**src/rtl/rsz_pkg.sv**
```systemverilog
package rsz_pkg;

  typedef enum logic [1:0] {
    SZ_BASE = 2'b00,
    SZ_HALF = 2'b01,
    SZ_GROW = 2'b10
  } size_mode_e;

  typedef enum logic [1:0] {
    ST_IDLE    = 2'd0,
    ST_L2      = 2'd1,
    ST_L1      = 2'd2,
    ST_RESTORE = 2'd3
  } ctl_state_e;

  localparam int unsigned ACK_N = 4;

  function automatic size_mode_e issue_mode_of(ctl_state_e s);
    return (s == ST_L2) ? SZ_HALF : SZ_BASE;
  endfunction

  function automatic size_mode_e rob_mode_of(ctl_state_e s);
    return (s == ST_L2 || s == ST_L1) ? SZ_GROW : SZ_BASE;
  endfunction

  // Active-class file tracks the reorder buffer; the other one is halved.
  function automatic size_mode_e rf_mode_of(ctl_state_e s, logic is_active);
    return is_active ? rob_mode_of(s) : SZ_HALF;
  endfunction

  function automatic ctl_state_e next_state(ctl_state_e s, logic l2, logic l1, logic all_done);
    ctl_state_e n;
    n = s;
    unique case (s)
      ST_IDLE:    if (l2) n = ST_L2; else if (l1) n = ST_L1;
      ST_L2:      if (!l2) n = l1 ? ST_L1 : ST_RESTORE;
      ST_L1:      if (l2) n = ST_L2; else if (!l1) n = ST_RESTORE;
      ST_RESTORE: if (all_done) n = ST_IDLE;
      default:    n = ST_IDLE;
    endcase
    return n;
  endfunction

endpackage

```
**src/rtl/rsz_in_stage.sv**
```systemverilog
module rsz_in_stage #(
  parameter int unsigned CNT_W     = 4,
  parameter int unsigned L1_THRESH = 3
) (
  input  logic             clk,
  input  logic             rst_n,
  input  logic             l2_i,
  input  logic [CNT_W-1:0] cnt_i,
  input  logic             fp_i,
  output logic             l2_trig_o,
  output logic             l1_trig_o,
  output logic             fp_q_o
);
  localparam logic [CNT_W-1:0] THR = CNT_W'(L1_THRESH);

  logic [CNT_W-1:0] cnt_q;

  always_ff @(posedge clk or negedge rst_n) begin
    if (!rst_n) begin
      l2_trig_o <= 1'b0;
      cnt_q     <= '0;
      fp_q_o    <= 1'b0;
    end else begin
      l2_trig_o <= l2_i;
      cnt_q     <= cnt_i;
      fp_q_o    <= fp_i;
    end
  end

  assign l1_trig_o = (cnt_q >= THR);
endmodule

```
**src/rtl/rsz_ack_track.sv**
```systemverilog
module rsz_ack_track #(
  parameter int unsigned N = 4
) (
  input  logic         clk,
  input  logic         rst_n,
  input  logic         active_i,
  input  logic [N-1:0] done_i,
  output logic         all_done_o
);
  logic [N-1:0] seen_q;
  logic [N-1:0] got;

  for (genvar g = 0; g < N; g++) begin : g_bit
    always_ff @(posedge clk or negedge rst_n) begin
      if (!rst_n)         seen_q[g] <= 1'b0;
      else if (!active_i) seen_q[g] <= 1'b0;
      else                seen_q[g] <= seen_q[g] | done_i[g];
    end
    assign got[g] = seen_q[g] | done_i[g];
  end

  assign all_done_o = active_i & (&got);
endmodule

```
**src/rtl/miss_resize_ctrl.sv**
```systemverilog
module miss_resize_ctrl
  import rsz_pkg::*;
#(
  parameter int unsigned CNT_W     = 4,
  parameter int unsigned L1_THRESH = 3
) (
  input  logic             clk,
  input  logic             rst_n,
  input  logic             l2_miss_i,
  input  logic [CNT_W-1:0] l1_miss_cnt_i,
  input  logic             fp_class_i,
  input  logic [3:0]       done_i,
  output logic [1:0]       issue_mode_o,
  output logic [1:0]       rob_mode_o,
  output logic [1:0]       irf_mode_o,
  output logic [1:0]       frf_mode_o,
  output logic             restore_req_o
);
  logic       l2_trig, l1_trig, fp_q, all_done, restoring;
  ctl_state_e state_q, state_d;

  rsz_in_stage #(.CNT_W(CNT_W), .L1_THRESH(L1_THRESH)) u_in (
    .clk(clk), .rst_n(rst_n), .l2_i(l2_miss_i), .cnt_i(l1_miss_cnt_i),
    .fp_i(fp_class_i), .l2_trig_o(l2_trig), .l1_trig_o(l1_trig), .fp_q_o(fp_q)
  );

  assign restoring = (state_q == ST_RESTORE);

  rsz_ack_track #(.N(ACK_N)) u_ack (
    .clk(clk), .rst_n(rst_n), .active_i(restoring), .done_i(done_i),
    .all_done_o(all_done)
  );

  assign state_d = next_state(state_q, l2_trig, l1_trig, all_done);

  always_ff @(posedge clk or negedge rst_n) begin
    if (!rst_n) state_q <= ST_IDLE;
    else        state_q <= state_d;
  end

  assign issue_mode_o  = issue_mode_of(state_q);
  assign rob_mode_o    = rob_mode_of(state_q);
  assign irf_mode_o    = rf_mode_of(state_q, !fp_q);
  assign frf_mode_o    = rf_mode_of(state_q, fp_q);
  assign restore_req_o = restoring;
endmodule

```
**config.mk**
```make
export PLATFORM = sky130hd
export DESIGN_NAME = miss_resize_ctrl
export DESIGN_NICKNAME = d
export VERILOG_FILES = /design/src/rtl/rsz_pkg.sv /design/src/rtl/rsz_in_stage.sv /design/src/rtl/rsz_ack_track.sv /design/src/rtl/miss_resize_ctrl.sv
export SDC_FILE = /design/constraint.sdc
export NUM_CORES = 1
export LEC_CHECK = 0
export BUFFER_PORTS_ARGS = -buffer_cell sky130_fd_sc_hd__buf_2
export CAP_MARGIN = 0
export CORE_AREA = 3 3 40 42
export DETAILED_ROUTE_END_ITERATION = 8
export DIE_AREA = 0 0 43 45
export PLACE_DENSITY = 0.72
export SLEW_MARGIN = 20
export SYNTH_ARGS = -nofsm -noshare
export SYNTH_HDL_FRONTEND = slang
export SYNTH_HIERARCHICAL = 1
export SYNTH_SLANG_ARGS = --single-unit
```
**constraint.sdc**
```tcl
create_clock -name clk -period 1.7 [get_ports clk]
set_clock_uncertainty 0.05 [all_clocks]
set_input_delay 0.085 -clock clk [delete_from_list [all_inputs] [get_ports clk]]
set_output_delay 0.085 -clock clk [all_outputs]
set_load 0.02 [all_outputs]
```
Word-level counts from Yosys, hierarchy flattened
Cells that the tools add are included.
Widths: inputs -> output; s select.
{"block": "op_classes", "magnitude_cmp": 1, "eq_ne": 7, "n_mux": 16, "n_bitwise": 5, "reduce_logical": 4}
{"cell": "$mux 2", "n": 9}
{"cell": "$pmux 2 s4", "n": 1}
{"cell": "$reduce_and 4->1", "n": 2}
{"cell": "$mux 1", "n": 6}
{"cell": "$ne 3x2->1 const B", "n": 2}
{"cell": "$eq 2x2->1 const B", "n": 2}
{"cell": "$ge 4x2->1 const B", "n": 1}
{"cell": "$ne 2x2->1 const B", "n": 2}
{"cell": "$or 1x1->1", "n": 4}
{"cell": "$eq 2x1->1 const B", "n": 1}
{"cell": "$logic_not 2->1", "n": 1}
{"cell": "$and 1x1->1", "n": 1}
{"cell": "$logic_or 1x1->1", "n": 1}
{"block": "totals", "register_bits": 12, "input_bits": 12, "output_inout_bits": 9}

Depth between registers and ports, before layout
Gate-level depths: netlist of run 1.
{"block": "logic_depth", "word_depth": 5, "depth_mapped": 6, "mapped_depth_nobuf": 6}

Modules after synthesis
The synthesis of run 1 kept the hierarchy.
{"mod": "miss_resize_ctrl", "instances": 1, "cells_each": 29, "area_per_inst_um2": 271.5, "seq_area_each_um2": 50.0}
{"mod": "rsz_in_stage", "instances": 1, "cells_each": 7, "area_per_inst_um2": 158.9, "seq_area_each_um2": 150.1}
{"mod": "rsz_ack_track", "instances": 1, "cells_each": 11, "area_per_inst_um2": 151.4, "seq_area_each_um2": 100.1}

Worst setup path before layout of run 1
OpenSTA, ideal clock, no wires.
{"block": "synth_timing", "path_kind": "register -> register", "startpoint": "register state_q[0]", "endpoint": "register state_q[0]", "setup_ps": 79, "t_arrival_ps": 1468, "required_ps": 1571, "setup_slack_ps": 102, "path_stages_with_launch": 7, "n_path_buf": 0, "synth_period_minus_slack_ps": 1598, "path_cell_list": "dfrtp_1 -> ha_1 -> o21a_1 -> nor3b_2 -> nand2b_1 -> o211ai_1 -> mux2i_1"}
{"block": "synth_via", "elab_chain_len": 4, "word_cells_on_any_way": 11, "classes_between": "7 x eq/ne; 1 x mux; 1 x bitwise; 2 x reduce/logical"}
{"element": "start: declaration", "line_no": "miss_resize_ctrl.sv:20", "rtl": "ctl_state_e state_q, state_d;"}
{"element": "start signal: assignment", "line_no": "miss_resize_ctrl.sv:38", "rtl": "else state_q <= state_d;"}
{"element": "$eq 2x2->1", "line_no": "miss_resize_ctrl.sv:27", "rtl": "assign restoring = (state_q == ST_RESTORE);"}
{"element": "via restore_req_o", "line_no": "miss_resize_ctrl.sv:17", "rtl": "output logic restore_req_o"}
{"element": "$and 1x1->1", "line_no": "rsz_ack_track.sv:22", "rtl": "assign all_done_o = active_i & (&got);"}
{"element": "via all_done", "line_no": "miss_resize_ctrl.sv:19", "rtl": "logic l2_trig, l1_trig, fp_q, all_done, restoring;"}
{"element": "$ne 2x2->1 (no source line)"}
{"element": "$reduce_and 4->1 (no source line)"}
The timed path passes the listed nets, and every way through them passes these cells.
A chain may end at the register's enable or synchronous reset.

Worst setup path in the final report of run 1
{"block": "layout_timing", "startpoint": "register state_q[1]", "endpoint": "output port irf_mode_o[1]"}
{"block": "layout_via", "elab_chain_len": 4, "word_cells_on_any_way": 5, "classes_between": "2 x eq/ne; 2 x mux; 1 x reduce/logical"}
{"element": "$eq 2x1->1 or $eq 2x2->1 (tied branches)", "line_no": "rsz_pkg.sv:23", "rtl": "return (s == ST_L2 || s == ST_L1) ? SZ_GROW : SZ_BASE;"}
{"element": "$logic_or 1x1->1 *", "line_no": "rsz_pkg.sv:23"}
{"element": "$mux 2 *", "line_no": "rsz_pkg.sv:23"}
{"element": "$mux 2 *", "line_no": "rsz_pkg.sv:28", "rtl": "return is_active ? rob_mode_of(s) : SZ_HALF;"}
{"element": "end: declaration", "line_no": "miss_resize_ctrl.sv:15", "rtl": "output logic [1:0] irf_mode_o,"}
Mark *: on every way between the ends. The rest lies on a longest branch, timed or not.

==> results of run 1 <==
==> flip-flops by register name, summed over array words and instances, names as in the netlist <==
signal / flops
state_q: 2
u_in/cnt_q: 4
u_in/l2_trig_o: 1
u_in/fp_q_o: 1
u_ack/seen_q: 4
==> cell type report <==
cell class,instances,share of cell area [%]
Timing Repair Buffer,26,21.62
Sequential cell,12,38.16
Clock buffer,3,2.862
Multi-Input combinational cell,30,33.55
Inverter,3,1.431
Tap cell,15,2.385
==> path summary, 6_finish.rpt <==
path / start / endpoint / slack [ns] / cells after the start
max reg2reg: state_q[1]$_DFFE_PN0P_ / state_q[0]$_DFFE_PN0P_ / 0.14 / 6
min: done_i[0] / u_ack/seen_q[0]$_DFF_PN0_ / 0.01 / 2
min reg2reg: u_ack/seen_q[2]$_DFF_PN0_ / u_ack/seen_q[2]$_DFF_PN0_ / 0.43 / 1
max in group asynchronous: rst_n / u_in/l2_trig_o$_DFF_PN0_ / 1.21 / 2
min in group asynchronous: rst_n / state_q[0]$_DFFE_PN0P_ / 0.18 / 2
max: state_q[1]$_DFFE_PN0P_ / irf_mode_o[1] / 0.12 / 4
==> placed cells by master, fill, tap and decap left out, drive strengths merged, types with 2 or more instances in the layout <==
master and count:
buf 18, dfrtp 12, dlygate4sd3 8, ha 5, inv 3, nand2b 3
clkbuf 3, o21a 3, nor2b 2, a211o 2, conb 2, mux2i 2
o211ai 2
==> through the flow <==
stage	util [%]	total power (uW)	worst slack [ns]
global route	61.25	1232	0.005778
detailed placement	52.29	950.4	0.03490
finish	61.25	1135	0.1168
floorplan	-	813.0	0.1024
CTS	60.27	1128	0.02553
global placement	52.29	932.1	0.1551
==> worst max-delay path, stage by stage (launching register included) <==
cell     delay, ns
dfrtp_1       0.44
inv_1         0.15
ha_1          0.32
nor2b_1       0.12
buf_2         0.16
==> kinds of logic after synthesis <==
group | count (synthesis)
adder cells (fa/ha/maj) | 5
AND/OR/NAND/NOR | 10
buffers and inverters | 6
flip-flops | 12
multiplexers | 2
AO/OA/AOI/OAI | 11
other | 1
==> power groups by stage <==
stage                     Combinational, uW  Sequential (uW)  Clock [uW]
after floorplan                         426              387           0
after global placement                  538              394           0
after detailed placement                553              397           0
after CTS                               569              391         168
after global routing                    637              413         183
final                                   574              402         159
==> layer usage <==
metal / up-vias / wire length [um]
li1: 212 / -
met1: 198 / 428
met2: 9 / 575
met3: 2 / 36
met4: 0 / 6
met5: - / 0
==> timing repair <==
item / CTS / global route
hold buffers: 8 / 0
hold endpoints to repair: 19 / 0
endpoints found under the setup margin: 0 / 1
resized for setup: 0 / 2
==> tab_implementation.tex, run 1 <==
\begin{tabular}{lr}
\hline
Metric & Value \\
\hline
\multicolumn{2}{l}{\textbf{Critical path}} \\
\quad Critical path required time & 1.56 ns \\
\quad Critical Path Fanout Max & 5 \\
\quad Type of the worst setup path & register to output pin \\
\quad Startpoint type of the worst setup path & register \\
\quad Critical path arrival & 1.45 ns \\
\quad Endpoint type of the worst setup path & output pin \\
\multicolumn{2}{l}{\textbf{Global route}} \\
\quad Number of antenna violations at the first check in global routing & 0 \\
\quad Global-route total usage across every layer & 13.31\% \\
\quad Grt met3 use & 1.195\% \\
\quad Met1 demand-to-capacity share in global routing & 15.74\% \\
\quad Global routing usage on met2 & 24.85\% \\
\quad Remaining global-route overflow & 0 \\
\quad Wire length of the first global-routing pass & 1918 um \\
\quad Number of global-route vias before repair & 462 \\
\quad Grt peak-use layer & met2 \\
\quad Pin count of the biggest net entering global routing & 13 \\
\multicolumn{2}{l}{\textbf{Power}} \\
\quad Logic pwr share & 50.6\% \\
\quad Power share of the clock group & 14.0\% \\
\quad Leakage & 0.0003891 uW \\
\quad Worst IR drop on VDD & 0.8326 mV \\
\quad Flop pwr share & 35.4\% \\
\quad Power density over the cells & 1442 nW/um\^{}2 \\
\quad Internal cell power & 681.0 uW \\
\quad Switching power & 454.1 uW \\
\quad Share of total power consumed by net switching & 40.00\% \\
\multicolumn{2}{l}{\textbf{Layout}} \\
\quad Number of filler cells placed in the layout & 107 \\
\quad FF+latch area & 300.3 um\^{}2 \\
\quad Count of inserted antenna diode cells & 0 \\
\quad Final instance count without filler cells & 89 \\
\quad Final net count & 93 \\
\quad Combined area of the multi-input logic cells & 264.0 um\^{}2 \\
\quad Area growth from synthesis to layout & 35.27\% \\
\quad Post-route cell area & 787.0 um\^{}2 \\
\quad Share of layout cells above drive strength 1 & 35.14\% \\
\multicolumn{2}{l}{\textbf{Floorplan}} \\
\quad Effective utilization at floorplan & 45.28\% \\
\quad Number of cell rows & 13 \\
\quad Chip width & 43 um \\
\quad Die H & 45 um \\
\quad Area of the die & 1935 um\^{}2 \\
\quad Core footprint & 1285 um\^{}2 \\
\quad Number of ports placed on the die boundary & 21 \\
\multicolumn{2}{l}{\textbf{Yosys}} \\
\quad Fraction of synthesized area in multiplexers & 4.086\% \\
\quad Complex-gate fraction of the synthesized area & 15.48\% \\
\quad Xor/xnor cell area share of the yosys netlist & 0\% \\
\quad Syn\_area\_per\_cell & 12.38 um\^{}2 \\
\quad Leading cell types by total area after synthesis & dfrtp\_1 (52\%), ha\_1 (11\%), buf\_4 (3.9\%) \\
\quad Dominant cell type by area after synthesis & dfrtp\_1 \\
\quad Fraction of synthesized cell area taken by the top area cell type & 51.61\% \\
\quad Number of unique standard cell types used by synthesis & 22 \\
\quad Part of the Yosys area used for sequential elements & 51.61\% \\
\quad Async S/R FF share, synth & 100.0\% \\
\quad Synthesized netlist cell count & 47 \\
\quad Register bit count reported by yosys & 12 \\
\quad Number of warnings issued by yosys & 6 \\
\quad Cell area after technology mapping & 581.8 um\^{}2 \\
\quad Arithmetic-cell share of the synthesized area counting full adders, half adders and majority gates & 10.75\% \\
\quad EDFF count, synth & 0 \\
\quad Most frequent cell after synthesis & dfrtp\_1 \\
\quad Primary flip-flop cell chosen by synthesis mapping & dfrtp\_1 \\
\quad Commonest cells in the synthesized netlist & dfrtp\_1 (12), ha\_1 (5) \\
\quad Simple-gate share of the synthesized area & 11.61\% \\
\quad Dominant combinational cell family by area after synthesis & compound AO/OA/AOI/OAI gates \\
\multicolumn{2}{l}{\textbf{Run status}} \\
\quad Status & complete, no violations \\
\multicolumn{2}{l}{\textbf{Timing}} \\
\quad Worst hold margin & 0.01499 ns \\
\quad Final period util & 93.13\% \\
\quad Aggregate negative setup slack & 0 ns \\
\quad Max-slew violation count & 0 \\
\quad RSZ-0062 raised after global routing & false \\
\quad Crit path time final & 1.583 ns \\
\quad Final setup violation count & 0 \\
\quad Achievable clock frequency & 631.6 MHz \\
\quad Hold Vio Cnt, Final & 0 \\
\multicolumn{2}{l}{\textbf{Detailed routing}} \\
\quad Number of nets with antenna violations after routing & 0 \\
\quad Iter 0 DRT Violations & 1 \\
\quad Wire length after detailed routing & 1048 um \\
\quad Vias & 421 \\
\quad Via density per instance & 4.730 \\
\quad TritonRoute pass-1 iters & 3 \\
\quad Wire per inst & 11.78 um \\
\quad DRC & 0 \\
\multicolumn{2}{l}{\textbf{Placed design}} \\
\quad Estimated wirelength of the detail-placed design & 779.7 um \\
\quad Cell area after placement & 671.9 um\^{}2 \\
\quad Port buffer count & 18 \\
\quad Instance count after placement with tap cells included & 78 \\
\quad Placer Congestion & 0.7421 \\
\multicolumn{2}{l}{\textbf{Clocking}} \\
\quad Clock latency on the worst-skew pair & 0.25 ns \\
\quad Library cell used as clock root buffer & clkbuf\_4 \\
\quad CTS H-tree depth & 1 \\
\quad Cts bufs inserted & 3 \\
\quad Clock transition at the registers of the reported paths & 0.07 ns \\
\quad Buffers inserted during post-CTS setup optimization & 0 \\
\quad Total number of clock tree sinks & 12 \\
\quad Longest Clk Path Bufs & 2 \\
\quad TritonCTS clock tree & done \\
\multicolumn{2}{l}{\textbf{Min path}} \\
\quad Hold crit path type & input port to register \\
\multicolumn{2}{l}{\textbf{Flow run}} \\
\quad Max-cap check violation count & 0 \\
\hline
\end{tabular}
Power figures use the tool's default switching activity.
==> run 2: changes to the inputs <==
--- a/config.mk
+++ b/config.mk
@@ -7,11 +7,10 @@
 export LEC_CHECK = 0
 export BUFFER_PORTS_ARGS = -buffer_cell sky130_fd_sc_hd__buf_2
 export CAP_MARGIN = 0
-export CORE_AREA = 3 3 40 42
+export CORE_MARGIN = 3
+export CORE_UTILIZATION = 35
 export DETAILED_ROUTE_END_ITERATION = 8
-export DIE_AREA = 0 0 43 45
-export PLACE_DENSITY = 0.72
-export SLEW_MARGIN = 20
+export SLEW_MARGIN = 10
 export SYNTH_ARGS = -nofsm -noshare
 export SYNTH_HDL_FRONTEND = slang
 export SYNTH_HIERARCHICAL = 1
==> run 2 against run 1 <==
  * First-iteration DRC count increased to 9.0 times the previous value
  * Clock power increased by 36%
  * Total power increased by 3.9%
  * Non-clock buffer count increased by 3
  * Final area increased by 3.8%
  * Cell count increased by 5.6%
  * Largest cell class unchanged
  * Combinational power about the same
  * Sequential share of layout area decreased by 1.4 points
  * Via count increased by 2.9%
  * Critical path type unchanged
==> tab_implementation.tex, run 2 (synthesis gave the netlist of run 1 again) <==
\begin{tabular}{lr}
\hline
Metric & Value \\
\hline
\multicolumn{2}{l}{\textbf{Timing}} \\
\quad RSZ-0062 raised after global routing & false (unchanged) \\
\quad Hold Vio Cnt, Final & 0 (unchanged) \\
\quad Crit path time final & 1.553 ns (was 1.583 ns) \\
\quad Max-slew violation count & 0 (unchanged) \\
\quad Final period util & 91.36\% (was 93.13\%) \\
\quad Achievable clock frequency & 643.9 MHz (was 631.6 MHz) \\
\quad Aggregate negative setup slack & 0 ns (unchanged) \\
\quad Final setup violation count & 0 (unchanged) \\
\multicolumn{2}{l}{\textbf{Clocking}} \\
\quad CTS H-tree depth & 1 (unchanged) \\
\quad Resize count post-CTS & 0 (unchanged) \\
\quad Total number of clock tree sinks & 12 (unchanged) \\
\quad Clock transition at the registers of the reported paths & 0.07 ns (about the same) \\
\quad Buffers inserted during post-CTS setup optimization & 0 (unchanged) \\
\quad Longest Clk Path Bufs & 2 (unchanged) \\
\quad Clock latency on the worst-skew pair & 0.26 ns (was 0.25 ns) \\
\quad Hold buffers post-CTS & 10 (was 8) \\
\quad Library cell used as clock root buffer & clkbuf\_4 (unchanged) \\
\quad TritonCTS clock tree & done (unchanged) \\
\quad Cts bufs inserted & 3 (unchanged) \\
\multicolumn{2}{l}{\textbf{Power}} \\
\quad Power density over the cells & 1444 nW/um\^{}2 (was 1442 nW/um\^{}2) \\
\quad Share of total power consumed by net switching & 37.94\% (was 40.00\%) \\
\quad Flop pwr share & 33.1\% (was 35.4\%) \\
\quad Power share of the clock group & 18.4\% (was 14.0\%) \\
\quad Final Power & 1180 uW (was 1135 uW) \\
\quad Internal cell power & 732.2 uW (was 681.0 uW) \\
\quad Switching power & 447.7 uW (was 454.1 uW) \\
\quad Worst IR drop on VDD & 0.7186 mV (was 0.8326 mV) \\
\quad Leakage & 0.0004101 uW (was 0.0003891 uW) \\
\quad Logic pwr share & 48.5\% (was 50.6\%) \\
\multicolumn{2}{l}{\textbf{Placed design}} \\
\quad Port buffer count & 18 (unchanged) \\
\quad Placer Congestion & 0.6478 (was 0.7421) \\
\quad Estimated wirelength of the detail-placed design & 692.9 um (was 779.7 um) \\
\quad Instance count after placement with tap cells included & 80 (was 78) \\
\multicolumn{2}{l}{\textbf{Flow run}} \\
\quad Max-cap check violation count & 0 (unchanged) \\
\multicolumn{2}{l}{\textbf{Detailed routing}} \\
\quad DRC & 0 (unchanged) \\
\quad Wire length after detailed routing & 944 um (was 1048 um) \\
\quad Wire per inst & 10.04 um (was 11.78 um) \\
\quad Vias & 433 (was 421) \\
\quad Number of nets with antenna violations after routing & 0 (unchanged) \\
\quad Iter 0 DRT Violations & 9 (was 1) \\
\quad TritonRoute pass-1 iters & 4 (was 3) \\
\quad Via density per instance & 4.606 (was 4.730) \\
\multicolumn{2}{l}{\textbf{Critical path}} \\
\quad Startpoint type of the worst setup path & register (unchanged) \\
\quad Critical path arrival & 1.42 ns (was 1.45 ns) \\
\quad Critical Path Fanout Max & 5 (unchanged) \\
\quad Cell depth of the worst flop-to-flop path & 6 (unchanged) \\
\quad Highest cell delay on the worst timing path & 0.42 ns (was 0.44 ns) \\
\quad Type of the worst setup path & register to output pin (unchanged) \\
\quad Crit-path cells & inv\_1 -> ha\_1 -> and2\_1 -> buf\_2 (was inv\_1 -> ha\_1 -> nor2b\_1 -> buf\_2) \\
\quad Slowest library cell on the worst path & dfrtp\_1 (unchanged) \\
\quad Critical path required time & 1.56 ns (about the same) \\
\quad Endpoint type of the worst setup path & output pin (unchanged) \\
\quad Endpoint of the worst-slack reg-to-reg timing path & state\_q[0]\$\_DFFE\_PN0P\_ (unchanged) \\
\quad Launch point of the worst reg-to-reg path & state\_q[0]\$\_DFFE\_PN0P\_ (was state\_q[1]\$\_DFFE\_PN0P\_) \\
\quad Buffers and inverters on the worst path & 2 (unchanged) \\
\quad Register-to-register setup slack & 0.16 ns (was 0.14 ns) \\
\quad Kind of cell with the highest combined delay on the critical path & flip-flops (unchanged) \\
\multicolumn{2}{l}{\textbf{Layout}} \\
\quad Area growth from synthesis to layout & 40.43\% (was 35.27\%) \\
\quad Count of inserted antenna diode cells & 0 (unchanged) \\
\quad Final instance count without filler cells & 94 (was 89) \\
\quad Registers with the most flip-flops & u\_ack/seen\_q (4), u\_in/cnt\_q (4), state\_q (2) (unchanged) \\
\quad Number of filler cells placed in the layout & 143 (was 107) \\
\quad Top library cells by usage in the layout, fill and taps aside & buf\_2 (18), dfrtp\_1 (12), dlygate4sd3\_1 (10), ha\_1 (5) (was buf\_2 (18), dfrtp\_1 (12), dlygate4sd3\_1 (8), ha\_1 (4)) \\
\quad Commonest non-fill, non-tap cell in the layout & buf\_2 (unchanged) \\
\quad Final net count & 96 (was 93) \\
\quad Share of layout cells above drive strength 1 & 34.62\% (was 35.14\%) \\
\quad Post-layout utilization of the core & 53.00\% (was 61.25\%) \\
\multicolumn{2}{l}{\textbf{Global route}} \\
\quad Global-route total usage across every layer & 10.60\% (was 13.31\%) \\
\quad Wire length of the first global-routing pass & 1628 um (was 1918 um) \\
\quad Pin count of the biggest net entering global routing & 13 (unchanged) \\
\quad Number of antenna violations at the first check in global routing & 0 (unchanged) \\
\quad Number of global-route vias before repair & 396 (was 462) \\
\quad Remaining global-route overflow & 0 (unchanged) \\
\multicolumn{2}{l}{\textbf{Floorplan}} \\
\quad Chip width & 46.77 um (was 43 um) \\
\quad Core footprint & 1541 um\^{}2 (was 1285 um\^{}2) \\
\quad Effective utilization at floorplan & 37.74\% (was 45.28\%) \\
\quad Die H & 46.77 um (was 45 um) \\
\quad Number of ports placed on the die boundary & 21 (unchanged) \\
\quad Area of the die & 2187 um\^{}2 (was 1935 um\^{}2) \\
\quad Number of cell rows & 14 (was 13) \\
\multicolumn{2}{l}{\textbf{Run status}} \\
\quad Status & complete, no violations (unchanged) \\
\multicolumn{2}{l}{\textbf{Min path}} \\
\quad Hold Path Stages & 3 (was 2) \\
\quad Endpoint with the worst hold slack & u\_ack/seen\_q[1]\$\_DFF\_PN0\_ (was u\_ack/seen\_q[0]\$\_DFF\_PN0\_) \\
\quad Hold crit path type & input port to register (unchanged) \\
\quad Origin of the worst min-delay path & done\_i[1] (was done\_i[0]) \\
\hline
\end{tabular}
## run 2: cell count changes in the layout (fill, tap and decap cells not counted), sizes merged
cell / change
buf: +1
clkbuf: +1
dlygate4sd3: +2
## run 2: worst max path at each step
stage                     slack (ns)                     end  depth (start not counted)                    from
final                           0.15           frf_mode_o[1]                          4  state_q[1]$_DFFE_PN0P_
after CTS                       0.13           frf_mode_o[1]                          4  state_q[1]$_DFFE_PN0P_
after floorplan                 0.10  state_q[0]$_DFFE_PN0P_                          6  state_q[0]$_DFFE_PN0P_
after global routing            0.01  state_q[0]$_DFFE_PN0P_                          6  state_q[0]$_DFFE_PN0P_
after detailed placement        0.18  state_q[0]$_DFFE_PN0P_                          6  state_q[0]$_DFFE_PN0P_
after global placement          0.22  state_q[0]$_DFFE_PN0P_                          6  state_q[1]$_DFFE_PN0P_
## run 2: layout make-up
cell class | instances | area (um^2) | area share [%]
Clock buffer | 4 | 36.28 | 4.441
Timing Repair Buffer | 29 | 197.7 | 24.20
Sequential cell | 12 | 300.3 | 36.75
Multi-Input combinational cell | 30 | 251.5 | 30.78
Tap cell | 16 | 20.02 | 2.450
Inverter | 3 | 11.26 | 1.378
## run 2: power by group through the flow
| stage | clock network (uW) | logic (uW) | registers (uW) |
|---|---|---|---|
| after global routing | 244 | 637 | 403 |
| after global placement | 0 | 556 | 396 |
| after detailed placement | 0 | 556 | 398 |
| after floorplan | 0 | 426 | 387 |
| final | 217 | 572 | 391 |
| after CTS | 229 | 579 | 392 |
## run 2: routing by layer
layer / track usage [%] / wire length (um)
met1: 14.04 / 450
met2: 14.91 / 450
met3: 3.448 / 43
met4: 6.630 / 0
met5: 0 / 0
## run 2: through the flow
stage | hold WS (ns) | worst slack (ns) | instance area (um^2)
2_1_floorplan | -0.2606 | 0.1024 | 585.6
3_3_place_gp | -0.07686 | 0.2166 | 680.7
3_5_place_dp | -0.08068 | 0.1827 | 680.7
4_1_cts | 0.02276 | 0.1314 | 817.0
5_1_grt | 0.05637 | 0.01101 | 817.0
6_report | 0.03500 | 0.1469 | 817.0
## run 2: worst register-to-register path, stage by stage (launching register included)
cell and delay, ns:
dfrtp_1 0.42, ha_1 0.23, o21a_1 0.11, nor3b_2 0.14, nand2b_1 0.17, o211ai_1 0.13, mux2i_1 0.21
==> run 3: changes to the inputs <==
--- a/config.mk
+++ b/config.mk
@@ -7,9 +7,10 @@
 export LEC_CHECK = 0
 export BUFFER_PORTS_ARGS = -buffer_cell sky130_fd_sc_hd__buf_2
 export CAP_MARGIN = 0
-export CORE_MARGIN = 3
+export CORE_MARGIN = 5
 export CORE_UTILIZATION = 35
 export DETAILED_ROUTE_END_ITERATION = 8
+export PLACE_DENSITY = 0.61
 export SLEW_MARGIN = 10
 export SYNTH_ARGS = -nofsm -noshare
 export SYNTH_HDL_FRONTEND = slang
==> run 3 against run 2 <==
  * Worst setup slack worse by 0.014 ns
  * Critical endpoint is now state_q[0]$_DFFE_PN0P_
  * Sequential share of layout area up 0.23 points
  * Hold slack worse by 0.0054 ns
  * Clock power up 2%
  * Sequential power about the same
  * Highest routed layer is now met4
  * Critical path type is now register to register
  * Wire length up 17%
  * Final area down 0.61%
==> tab_implementation.tex, run 3 (synthesis gave the netlist of run 1 again) <==
\begin{tabular}{lr}
\hline
Metric & Value \\
\hline
\multicolumn{2}{l}{\textbf{Run status}} \\
\quad Status & complete, no violations (unchanged) \\
\multicolumn{2}{l}{\textbf{Clocking}} \\
\quad Cts bufs inserted & 3 (unchanged) \\
\quad Clock latency on the worst-skew pair & 0.27 ns (was 0.26 ns) \\
\quad TritonCTS clock tree & done (unchanged) \\
\quad Longest Clk Path Bufs & 2 (unchanged) \\
\quad Clock transition at the registers of the reported paths & 0.08 ns (was 0.07 ns) \\
\quad CTS H-tree depth & 1 (unchanged) \\
\quad Library cell used as clock root buffer & clkbuf\_4 (unchanged) \\
\quad Total number of clock tree sinks & 12 (unchanged) \\
\multicolumn{2}{l}{\textbf{Layout}} \\
\quad Registers with the most flip-flops & u\_ack/seen\_q (4), u\_in/cnt\_q (4), state\_q (2) (unchanged) \\
\quad Share of layout cells above drive strength 1 & 35.06\% (was 34.62\%) \\
\quad Top library cells by usage in the layout, fill and taps aside & buf\_2 (18), dfrtp\_1 (12), dlygate4sd3\_1 (10), ha\_1 (4) (was buf\_2 (18), dfrtp\_1 (12), dlygate4sd3\_1 (10), ha\_1 (5)) \\
\quad Commonest non-fill, non-tap cell in the layout & buf\_2 (unchanged) \\
\quad Number of filler cells placed in the layout & 144 (was 143) \\
\quad Count of inserted antenna diode cells & 0 (unchanged) \\
\quad Area growth from synthesis to layout & 39.57\% (was 40.43\%) \\
\quad Post-layout utilization of the core & 52.68\% (was 53.00\%) \\
\quad Final net count & 95 (was 96) \\
\multicolumn{2}{l}{\textbf{Detailed routing}} \\
\quad Iter 0 DRT Violations & 9 (unchanged) \\
\quad Wire length after detailed routing & 1105 um (was 944 um) \\
\quad DRC & 0 (unchanged) \\
\quad TritonRoute pass-1 iters & 2 (was 4) \\
\quad Via density per instance & 4.613 (was 4.606) \\
\quad Wire per inst & 11.88 um (was 10.04 um) \\
\quad Number of nets with antenna violations after routing & 0 (unchanged) \\
\quad Vias & 429 (was 433) \\
\multicolumn{2}{l}{\textbf{Timing}} \\
\quad RSZ-0062 raised after global routing & false (unchanged) \\
\quad Aggregate negative setup slack & 0 ns (unchanged) \\
\quad Max-slew violation count & 0 (unchanged) \\
\quad Crit path time final & 1.567 ns (was 1.553 ns) \\
\quad Final setup violation count & 0 (unchanged) \\
\quad Achievable clock frequency & 638.2 MHz (was 643.9 MHz) \\
\quad Final period util & 92.17\% (was 91.36\%) \\
\quad Hold Vio Cnt, Final & 0 (unchanged) \\
\multicolumn{2}{l}{\textbf{Critical path}} \\
\quad Crit-path cells & ha\_2 -> o21a\_1 -> nor3b\_2 -> nand2b\_1 -> o211ai\_1 -> mux2i\_1 (was inv\_1 -> ha\_1 -> and2\_1 -> buf\_2) \\
\quad Type of the worst setup path & register to register (was register to output pin) \\
\quad Register-to-register setup slack & 0.13 ns (was 0.16 ns) \\
\quad Startpoint type of the worst setup path & register (unchanged) \\
\quad Critical path arrival & 1.70 ns (was 1.42 ns) \\
\quad Highest cell delay on the worst timing path & 0.43 ns (was 0.42 ns) \\
\quad Slowest library cell on the worst path & dfrtp\_1 (unchanged) \\
\quad Critical Path Fanout Max & 6 (was 5) \\
\quad Buffers and inverters on the worst path & 0 (was 2) \\
\quad Critical path required time & 1.84 ns (was 1.56 ns) \\
\quad Cell depth of the worst flop-to-flop path & 6 (unchanged) \\
\quad Launch point of the worst reg-to-reg path & state\_q[1]\$\_DFFE\_PN0P\_ (was state\_q[0]\$\_DFFE\_PN0P\_) \\
\quad Endpoint type of the worst setup path & register (was output pin) \\
\quad Endpoint of the worst-slack reg-to-reg timing path & state\_q[0]\$\_DFFE\_PN0P\_ (unchanged) \\
\quad Kind of cell with the highest combined delay on the critical path & flip-flops (unchanged) \\
\multicolumn{2}{l}{\textbf{Power}} \\
\quad Final Power & 1181 uW (was 1180 uW) \\
\quad Leakage & 0.0004031 uW (was 0.0004101 uW) \\
\quad Worst IR drop on VDD & 0.6744 mV (was 0.7186 mV) \\
\quad Power density over the cells & 1454 nW/um\^{}2 (was 1444 nW/um\^{}2) \\
\multicolumn{2}{l}{\textbf{Global route}} \\
\quad Wire length of the first global-routing pass & 1849 um (was 1628 um) \\
\quad Pin count of the biggest net entering global routing & 13 (unchanged) \\
\quad Remaining global-route overflow & 0 (unchanged) \\
\quad Number of global-route vias before repair & 461 (was 396) \\
\quad Global-route total usage across every layer & 9.570\% (was 10.60\%) \\
\quad Number of antenna violations at the first check in global routing & 0 (unchanged) \\
\multicolumn{2}{l}{\textbf{Floorplan}} \\
\quad Chip width & 50.77 um (was 46.77 um) \\
\quad Core footprint & 1541 um\^{}2 (unchanged) \\
\quad Die H & 50.77 um (was 46.77 um) \\
\quad Number of cell rows & 14 (unchanged) \\
\quad Effective utilization at floorplan & 37.74\% (unchanged) \\
\quad Number of ports placed on the die boundary & 21 (unchanged) \\
\quad Area of the die & 2578 um\^{}2 (was 2187 um\^{}2) \\
\multicolumn{2}{l}{\textbf{Placed design}} \\
\quad Estimated wirelength of the detail-placed design & 788.8 um (was 692.9 um) \\
\quad Port buffer count & 18 (unchanged) \\
\quad Placer Congestion & 0.7005 (was 0.6478) \\
\multicolumn{2}{l}{\textbf{Min path}} \\
\quad Origin of the worst min-delay path & done\_i[1] (unchanged) \\
\quad Hold crit path type & input port to register (unchanged) \\
\quad Endpoint with the worst hold slack & u\_ack/seen\_q[1]\$\_DFF\_PN0\_ (unchanged) \\
\quad Hold Path Stages & 3 (unchanged) \\
\multicolumn{2}{l}{\textbf{Flow run}} \\
\quad Max-cap check violation count & 0 (unchanged) \\
\hline
\end{tabular}
## run 3: cell types whose count changed in the layout (fill, tap and decap cells not counted), sizes merged
| cell | before | now |
|---|---|---|
| buf | 19 | 18 |
## run 3: what timing repair did
action | CTS | global route
setup buffers | 0 | 0
hold buffers | 10 | 0
endpoints found under the hold margin | 21 | 0
gates resized for setup | 0 | 1
setup endpoints to repair | 0 | 1
## run 3: final cells by class
cell class	count	area (um^2)	area share (%)
flip-flops and latches	12	300.3	36.98
repair buffers	28	190.2	23.42
well taps	16	20.02	2.465
inverters	3	11.26	1.387
clock buffers	4	36.28	4.468
multi-input cells	30	254.0	31.28
## run 3: stage by stage
step | hold WS [ns] | instance area, um^2 | std cells | setup slack [ns]
3_3_place_gp | -0.07838 | 673.1 | 79 | 0.1450
4_1_cts | 0.02314 | 809.5 | 93 | 0.03096
6_report | 0.02958 | 812.0 | 93 | 0.1331
3_5_place_dp | -0.08111 | 673.1 | 79 | 0.04044
5_1_grt | 0.03335 | 812.0 | 93 | 0.001203
2_1_floorplan | -0.2606 | 585.6 | 48 | 0.1024
## run 3: worst min-delay path: stages
cell,delay (ns)
buf_2,0.07
nor2_1,0.05
nor2b_1,0.10
## run 3: how the worst max path moves through the flow
stage | startpoint | endpoint | slack, ns | depth (start not counted)
floorplan | state_q[0]$_DFFE_PN0P_ | state_q[0]$_DFFE_PN0P_ | 0.10 | 6
global placement | state_q[1]$_DFFE_PN0P_ | state_q[0]$_DFFE_PN0P_ | 0.14 | 6
detailed placement | state_q[0]$_DFFE_PN0P_ | state_q[0]$_DFFE_PN0P_ | 0.04 | 6
CTS | state_q[0]$_DFFE_PN0P_ | state_q[0]$_DFFE_PN0P_ | 0.03 | 6
global route | state_q[1]$_DFFE_PN0P_ | irf_mode_o[1] | 0.001 | 4
finish | state_q[1]$_DFFE_PN0P_ | state_q[0]$_DFFE_PN0P_ | 0.13 | 6
## run 3: layer usage
layer / up-vias / part of all wire (%) / track usage (%)
met1: 202 / 39 / 9.890
met3: 2 / 5.2 / 2.959
met5: - / 0 / 0
met4: 0 / 1.1 / 5.106
li1: 215 / - / -
met2: 10 / 55 / 16.94
## run 3: where the power goes
part	switching, uW	internal [uW]
sequential	47.7	346
clock	90.7	130
combinational	318	248
